`config.mk`:
```
export PLATFORM = sky130hd
export DESIGN_NAME = gpio_lat_port
export DESIGN_NICKNAME = d
export VERILOG_FILES = /design/src/rtl/gpio_pkg.sv /design/src/rtl/gpio_pin_sync.sv /design/src/rtl/gpio_bit_alu.sv /design/src/rtl/gpio_regfile.sv /design/src/rtl/gpio_lat_port.sv
export SDC_FILE = /design/constraint.sdc
export NUM_CORES = 1
export LEC_CHECK = 0
export ABC_AREA = 1
export CORE_ASPECT_RATIO = 1.4
export CORE_MARGIN = 8
export CORE_UTILIZATION = 47
export DETAILED_ROUTE_END_ITERATION = 8
export GPL_TIMING_DRIVEN = 1
export PLACE_DENSITY = 0.85
export SLEW_MARGIN = 30
export SYNTH_ARGS = -nofsm -noshare
export SYNTH_HDL_FRONTEND = slang
export SYNTH_SLANG_ARGS = --single-unit
export TNS_END_PERCENT = 50
```
`constraint.sdc`:
```
create_clock -name clk -period 1.6 [get_ports clk]
set_clock_uncertainty 0.1 [all_clocks]
set_input_delay 0.32 -clock clk [delete_from_list [all_inputs] [get_ports clk]]
set_output_delay 0.32 -clock clk [all_outputs]
set_load 0.02 [all_outputs]
```
`src/rtl/gpio_pkg.sv`:
```
package gpio_pkg;

    typedef enum logic [1:0] {
        SEL_DIR  = 2'd0,
        SEL_PIN  = 2'd1,
        SEL_LAT  = 2'd2,
        SEL_NONE = 2'd3
    } reg_sel_e;

    typedef enum logic [1:0] {
        OP_RD  = 2'd0,
        OP_WR  = 2'd1,
        OP_SET = 2'd2,
        OP_CLR = 2'd3
    } bus_op_e;

    typedef struct packed {
        logic     valid;
        reg_sel_e sel;
        bus_op_e  op;
    } bus_cmd_t;

    function automatic logic cmd_writes(bus_cmd_t c);
        return c.valid && (c.op != OP_RD);
    endfunction

endpackage

```
`src/rtl/gpio_pin_sync.sv`:
```
module gpio_pin_sync #(
    parameter int W      = 8,
    parameter int STAGES = 2
) (
    input  logic         clk,
    input  logic         rst,
    input  logic [W-1:0] async_in,
    output logic [W-1:0] sync_out
);
    logic [W-1:0] stage_q [STAGES];

    for (genvar s = 0; s < STAGES; s++) begin : g_stage
        always_ff @(posedge clk) begin
            if (rst)         stage_q[s] <= '0;
            else if (s == 0) stage_q[s] <= async_in;
            else             stage_q[s] <= stage_q[(s == 0) ? 0 : s-1];
        end
    end

    assign sync_out = stage_q[STAGES-1];
endmodule

```
`src/rtl/gpio_bit_alu.sv`:
```
module gpio_bit_alu
    import gpio_pkg::*;
#(
    parameter int W  = 8,
    localparam int BW = (W > 1) ? $clog2(W) : 1
) (
    input  bus_op_e       op,
    input  logic [BW-1:0] bit_idx,
    input  logic [W-1:0]  wdata,
    input  logic [W-1:0]  rd_val,
    output logic [W-1:0]  new_val
);
    logic [W-1:0] mask;

    always_comb begin
        mask = W'(1) << bit_idx;
        unique case (op)
            OP_WR:   new_val = wdata;
            OP_SET:  new_val = rd_val | mask;
            OP_CLR:  new_val = rd_val & ~mask;
            default: new_val = rd_val;
        endcase
    end
endmodule

```
`src/rtl/gpio_regfile.sv`:
```
module gpio_regfile #(
    parameter int W = 8
) (
    input  logic         clk,
    input  logic         rst,
    input  logic         wr_lat,
    input  logic         wr_dir,
    input  logic [W-1:0] new_val,
    output logic [W-1:0] lat_q,
    output logic [W-1:0] dir_q
);
    always_ff @(posedge clk) begin
        if (rst) begin
            lat_q <= '0;
            dir_q <= '1;
        end else begin
            if (wr_lat) lat_q <= new_val;
            if (wr_dir) dir_q <= new_val;
        end
    end
endmodule

```
`src/rtl/gpio_lat_port.sv`:
```
module gpio_lat_port
    import gpio_pkg::*;
#(
    parameter int W = 8,
    localparam int BW = (W > 1) ? $clog2(W) : 1
) (
    input  logic          clk,
    input  logic          rst,
    input  logic          bus_valid,
    input  logic [1:0]    bus_addr,
    input  logic [1:0]    bus_op,
    input  logic [BW-1:0] bus_bit,
    input  logic [W-1:0]  bus_wdata,
    output logic [W-1:0]  bus_rdata,
    input  logic [W-1:0]  pad_in,
    output logic [W-1:0]  pad_out,
    output logic [W-1:0]  pad_oe
);
    bus_cmd_t     cmd;
    logic [W-1:0] pin_view, lat_q, dir_q, rd_val, new_val;
    logic         wr_lat, wr_dir;

    assign cmd = '{valid: bus_valid, sel: reg_sel_e'(bus_addr), op: bus_op_e'(bus_op)};

    gpio_pin_sync #(.W(W), .STAGES(2)) sync_i (
        .clk(clk), .rst(rst), .async_in(pad_in), .sync_out(pin_view)
    );

    always_comb begin
        unique case (cmd.sel)
            SEL_DIR: rd_val = dir_q;
            SEL_PIN: rd_val = pin_view;
            SEL_LAT: rd_val = lat_q;
            default: rd_val = '0;
        endcase
    end

    gpio_bit_alu #(.W(W)) alu_i (
        .op(cmd.op), .bit_idx(bus_bit), .wdata(bus_wdata),
        .rd_val(rd_val), .new_val(new_val)
    );

    assign wr_lat = cmd_writes(cmd) && (cmd.sel == SEL_PIN || cmd.sel == SEL_LAT);
    assign wr_dir = cmd_writes(cmd) && (cmd.sel == SEL_DIR);

    gpio_regfile #(.W(W)) regs_i (
        .clk(clk), .rst(rst), .wr_lat(wr_lat), .wr_dir(wr_dir),
        .new_val(new_val), .lat_q(lat_q), .dir_q(dir_q)
    );

    assign bus_rdata = rd_val;
    assign pad_out   = lat_q;
    assign pad_oe    = ~dir_q;

    // Edges since reset, used only to gate the synchronizer latency check
    logic [1:0] warm_q;
    always_ff @(posedge clk) begin
        if (rst)                warm_q <= '0;
        else if (warm_q != 2'd2) warm_q <= warm_q + 2'd1;
    end

    assert_reset_state_R1: assert property (@(posedge clk)
        rst |=> (pad_out == '0 && pad_oe == '0));

    assert_pin_latency_R3: assert property (@(posedge clk) disable iff (rst)
        (warm_q == 2'd2) |-> (pin_view == $past(pad_in, 2)));

    assert_byte_write_R5: assert property (@(posedge clk) disable iff (rst)
        (bus_valid && bus_op == OP_WR && (bus_addr == SEL_PIN || bus_addr == SEL_LAT))
        |=> (pad_out == $past(bus_wdata)));

    assert_alias_keeps_others_R6: assert property (@(posedge clk) disable iff (rst)
        (bus_valid && bus_addr == SEL_LAT && (bus_op == OP_SET || bus_op == OP_CLR))
        |=> (((pad_out ^ $past(pad_out)) & ~(W'(1) << $past(bus_bit))) == '0));

    assert_port_target_bit_R7: assert property (@(posedge clk) disable iff (rst)
        (bus_valid && bus_addr == SEL_PIN && (bus_op == OP_SET || bus_op == OP_CLR))
        |=> (pad_out[$past(bus_bit)] == ($past(bus_op) == OP_SET)));

    assert_dir_no_latch_R8: assert property (@(posedge clk) disable iff (rst)
        (bus_valid && bus_addr == SEL_DIR) |=> $stable(pad_out));

    assert_unused_addr_R9: assert property (@(posedge clk) disable iff (rst)
        (bus_valid && bus_addr == SEL_NONE) |=> ($stable(pad_out) && $stable(pad_oe)));

    assert_idle_hold_R10: assert property (@(posedge clk) disable iff (rst)
        (!bus_valid || bus_op == OP_RD) |=> ($stable(pad_out) && $stable(pad_oe)));

endmodule

```
==> run summary <==
Antenna Cells: 0
Top Layer Used: met4
Met1 WL: 2130 um
Synth Register Bits: 32
Final WS setup: -3.94 ps
Critical Path AT: 1180 ps
Hold Vio Cnt, Final: 0
Max-slew violation count: 0
Commonest non-fill, non-tap cells in the layout: nand2_1, inv_1, buf_4, dfxtp_1
Most common cell after layout, fill and taps aside: nand2_1
Worst hold margin: 303 ps
Mapped cell area: 1750 um^2
Max Clk Rate: 623 MHz
VDD IR max: 776 uV
H-tree depth: 2
Reg area: 641 um^2
Setup crit start kind: input pin
Placeable core area: 3610 um^2
Die Y: 88.2 um
CTS Root Cell: clkbuf_8
Final ANT Viol Nets: 0
Violated checks: negative setup slack
Largest net degree at the start of global routing: 33
Critical path type: in2out
GR Overflow Total: 0
Final setup viols: 1
Main combinational cell family by area after synthesis: simple AND/OR/NAND/NOR gates
Worst setup EP type: output port
DIE AREA: 5950 um^2
Post-synthesis sequential area ratio: 0.366
Compound-cell area share of the yosys netlist: 0.0458
Area Overhead vs Synth: 55.6%
Post-route minimum period: 1600 ps
First-pass GRT wire length: 8430 um
Syn_area_per_cell: 6.36 um^2
Leak: 1.53 nW
DPL Wire Length: 3610 um
Gr usage total: 0.178
Fin crit share: 1.00
CTS clk-pin slew, worst paths: 70 ps
CTS tree: yes
Gpl congestion: 0.837
Initial antenna violation count: 0
Worst skew pair latency: 280 ps
DRT iter0 DRCs: 211
Simple-gate portion of the synthesized area: 0.396
Post-Syn Nets: 305
Multi-input logic area: 937 um^2
Pre-CTS WS: -947 ps
Clock sinks: 32
PortBufs: 49
Cells after synthesis: 275
# rows: 26
Number of vias per cell: 5.03
Layout cells sized above 1: 0.251
CTS Buf Count: 5
Via count: 2018
Worst Tran Pin Value: 267 ps
DRC viols: 0
Synth Area in XOR/XNOR: 0
Outcome: complete, but fails checks
NumNets Final: 388
Routed WL: 5450 um
Drt first pass iters: 4
RSZ-0062 raised after global routing: yes
Vias in the first global route: 1939
CTS max path bufs: 2
Pwr Total: 0.00208 W
Worst EP required: 1180 ps
Synth warn: 0
Routed len/inst: 13.6 um
Max-Cap Viols: 0
Power density over the cells: 763 nW/um^2
Initial core utilization: 0.484
Adder-Cell Fraction of Synth Area: 0.0286
Die Width: 67.5 um
Fill cells: 265
Metal2 WL: 2710 um
Routed length on met3: 407 um
HP Class: reg2reg
Num ports: 50
Post-synth cell types: 20
Mux contribution to synthesized area: 0
Slew HR: 0.822
CP Max Fanout: 6
worst max-delay path: stages:
cell,delay [ps]
buf_6,90
inv_4,50
ha_4,150
buf_6,130
nand2_2,80
nand3_2,100
nand2_2,90
inv_1,50
buf_6,120
area by class of cell:
cell class / count / area share
timing repair buffer: 84 / 0.283
inverter: 58 / 0.0846
tap: 42 / 0.0193
sequential: 32 / 0.236
clock buffer: 6 / 0.0267
multi-input combinational: 177 / 0.345
clock inverter: 2 / 0.00598
logic make-up (layout without fill, tap and decap cells):
family | count (synthesis) | after routing
flops | 32 | 32
compound gates | 16 | 16
buf+inv | 66 | 150
fa+ha+maj | 4 | 4
simple gates | 157 | 157
routing by layer:
layer	track usage	up-vias
met4	0.0687	0
met1	0.196	910
met3	0.0333	23
met5	0	-
li1	-	996
met2	0.320	89
registers in the layout (all words and copies together) (netlist names):
signal and cells:
regs_i.lat_q 8, regs_i.dir_q 8, sync_i.stage_q 16
per-stage QoR:
step	utilization	cell area, um^2	TNS [ps]	std cells
2_1_floorplan	-	1750	0	275
3_3_place_gp	0.687	2480	-14400	388
3_5_place_dp	0.687	2480	-14670	388
4_1_cts	0.712	2570	0	397
5_1_grt	0.753	2720	-176	401
6_report	0.753	2720	-3.94	401
synthesized netlist by cell type (all sizes together):
cell type     number  area (um^2)
buf                5         40.0
ha                 4         50.1
nand2             97          372
nand4              8         50.1
nand3             34          188
clkbuf             2         7.51
a21oi             16         80.1
dfxtp             32          641
inv               58          225
dlymetal6s2s       1         12.5
nor2              18         82.6
worst paths after layout:
path | start | endpoint | slack, ps | cells after the start
hold / removal | sync_i.stage_q[0][6] | sync_i.stage_q[1][6] | 300 | 2
setup reg to reg | regs_i.lat_q[5] | regs_i.dir_q[5] | 150 | 11
setup / recovery | bus_addr[1] | bus_rdata[6] | -4 | 9
hold reg to reg | sync_i.stage_q[0][6] | sync_i.stage_q[1][6] | 300 | 2
power breakdown:
| part | leakage, nW | internal (W) | switching [W] |
|---|---|---|---|
| combinational | 1.23 | 0.000283 | 0.000317 |
| sequential | 0.264 | 0.000842 | 0.0000223 |
| clock | 0.0414 | 0.000309 | 0.000304 |
| total | 1.53 | 0.00143 | 0.000642 |
what timing repair did:
item / in CTS / in global routing
resized for setup: 73 / 38
hold buffers: 0 / 0
pin swaps: 3 / 13
setup buffers: 2 / 4
endpoints found under the setup margin: 40 / 10
Power figures use the tool's default switching activity.
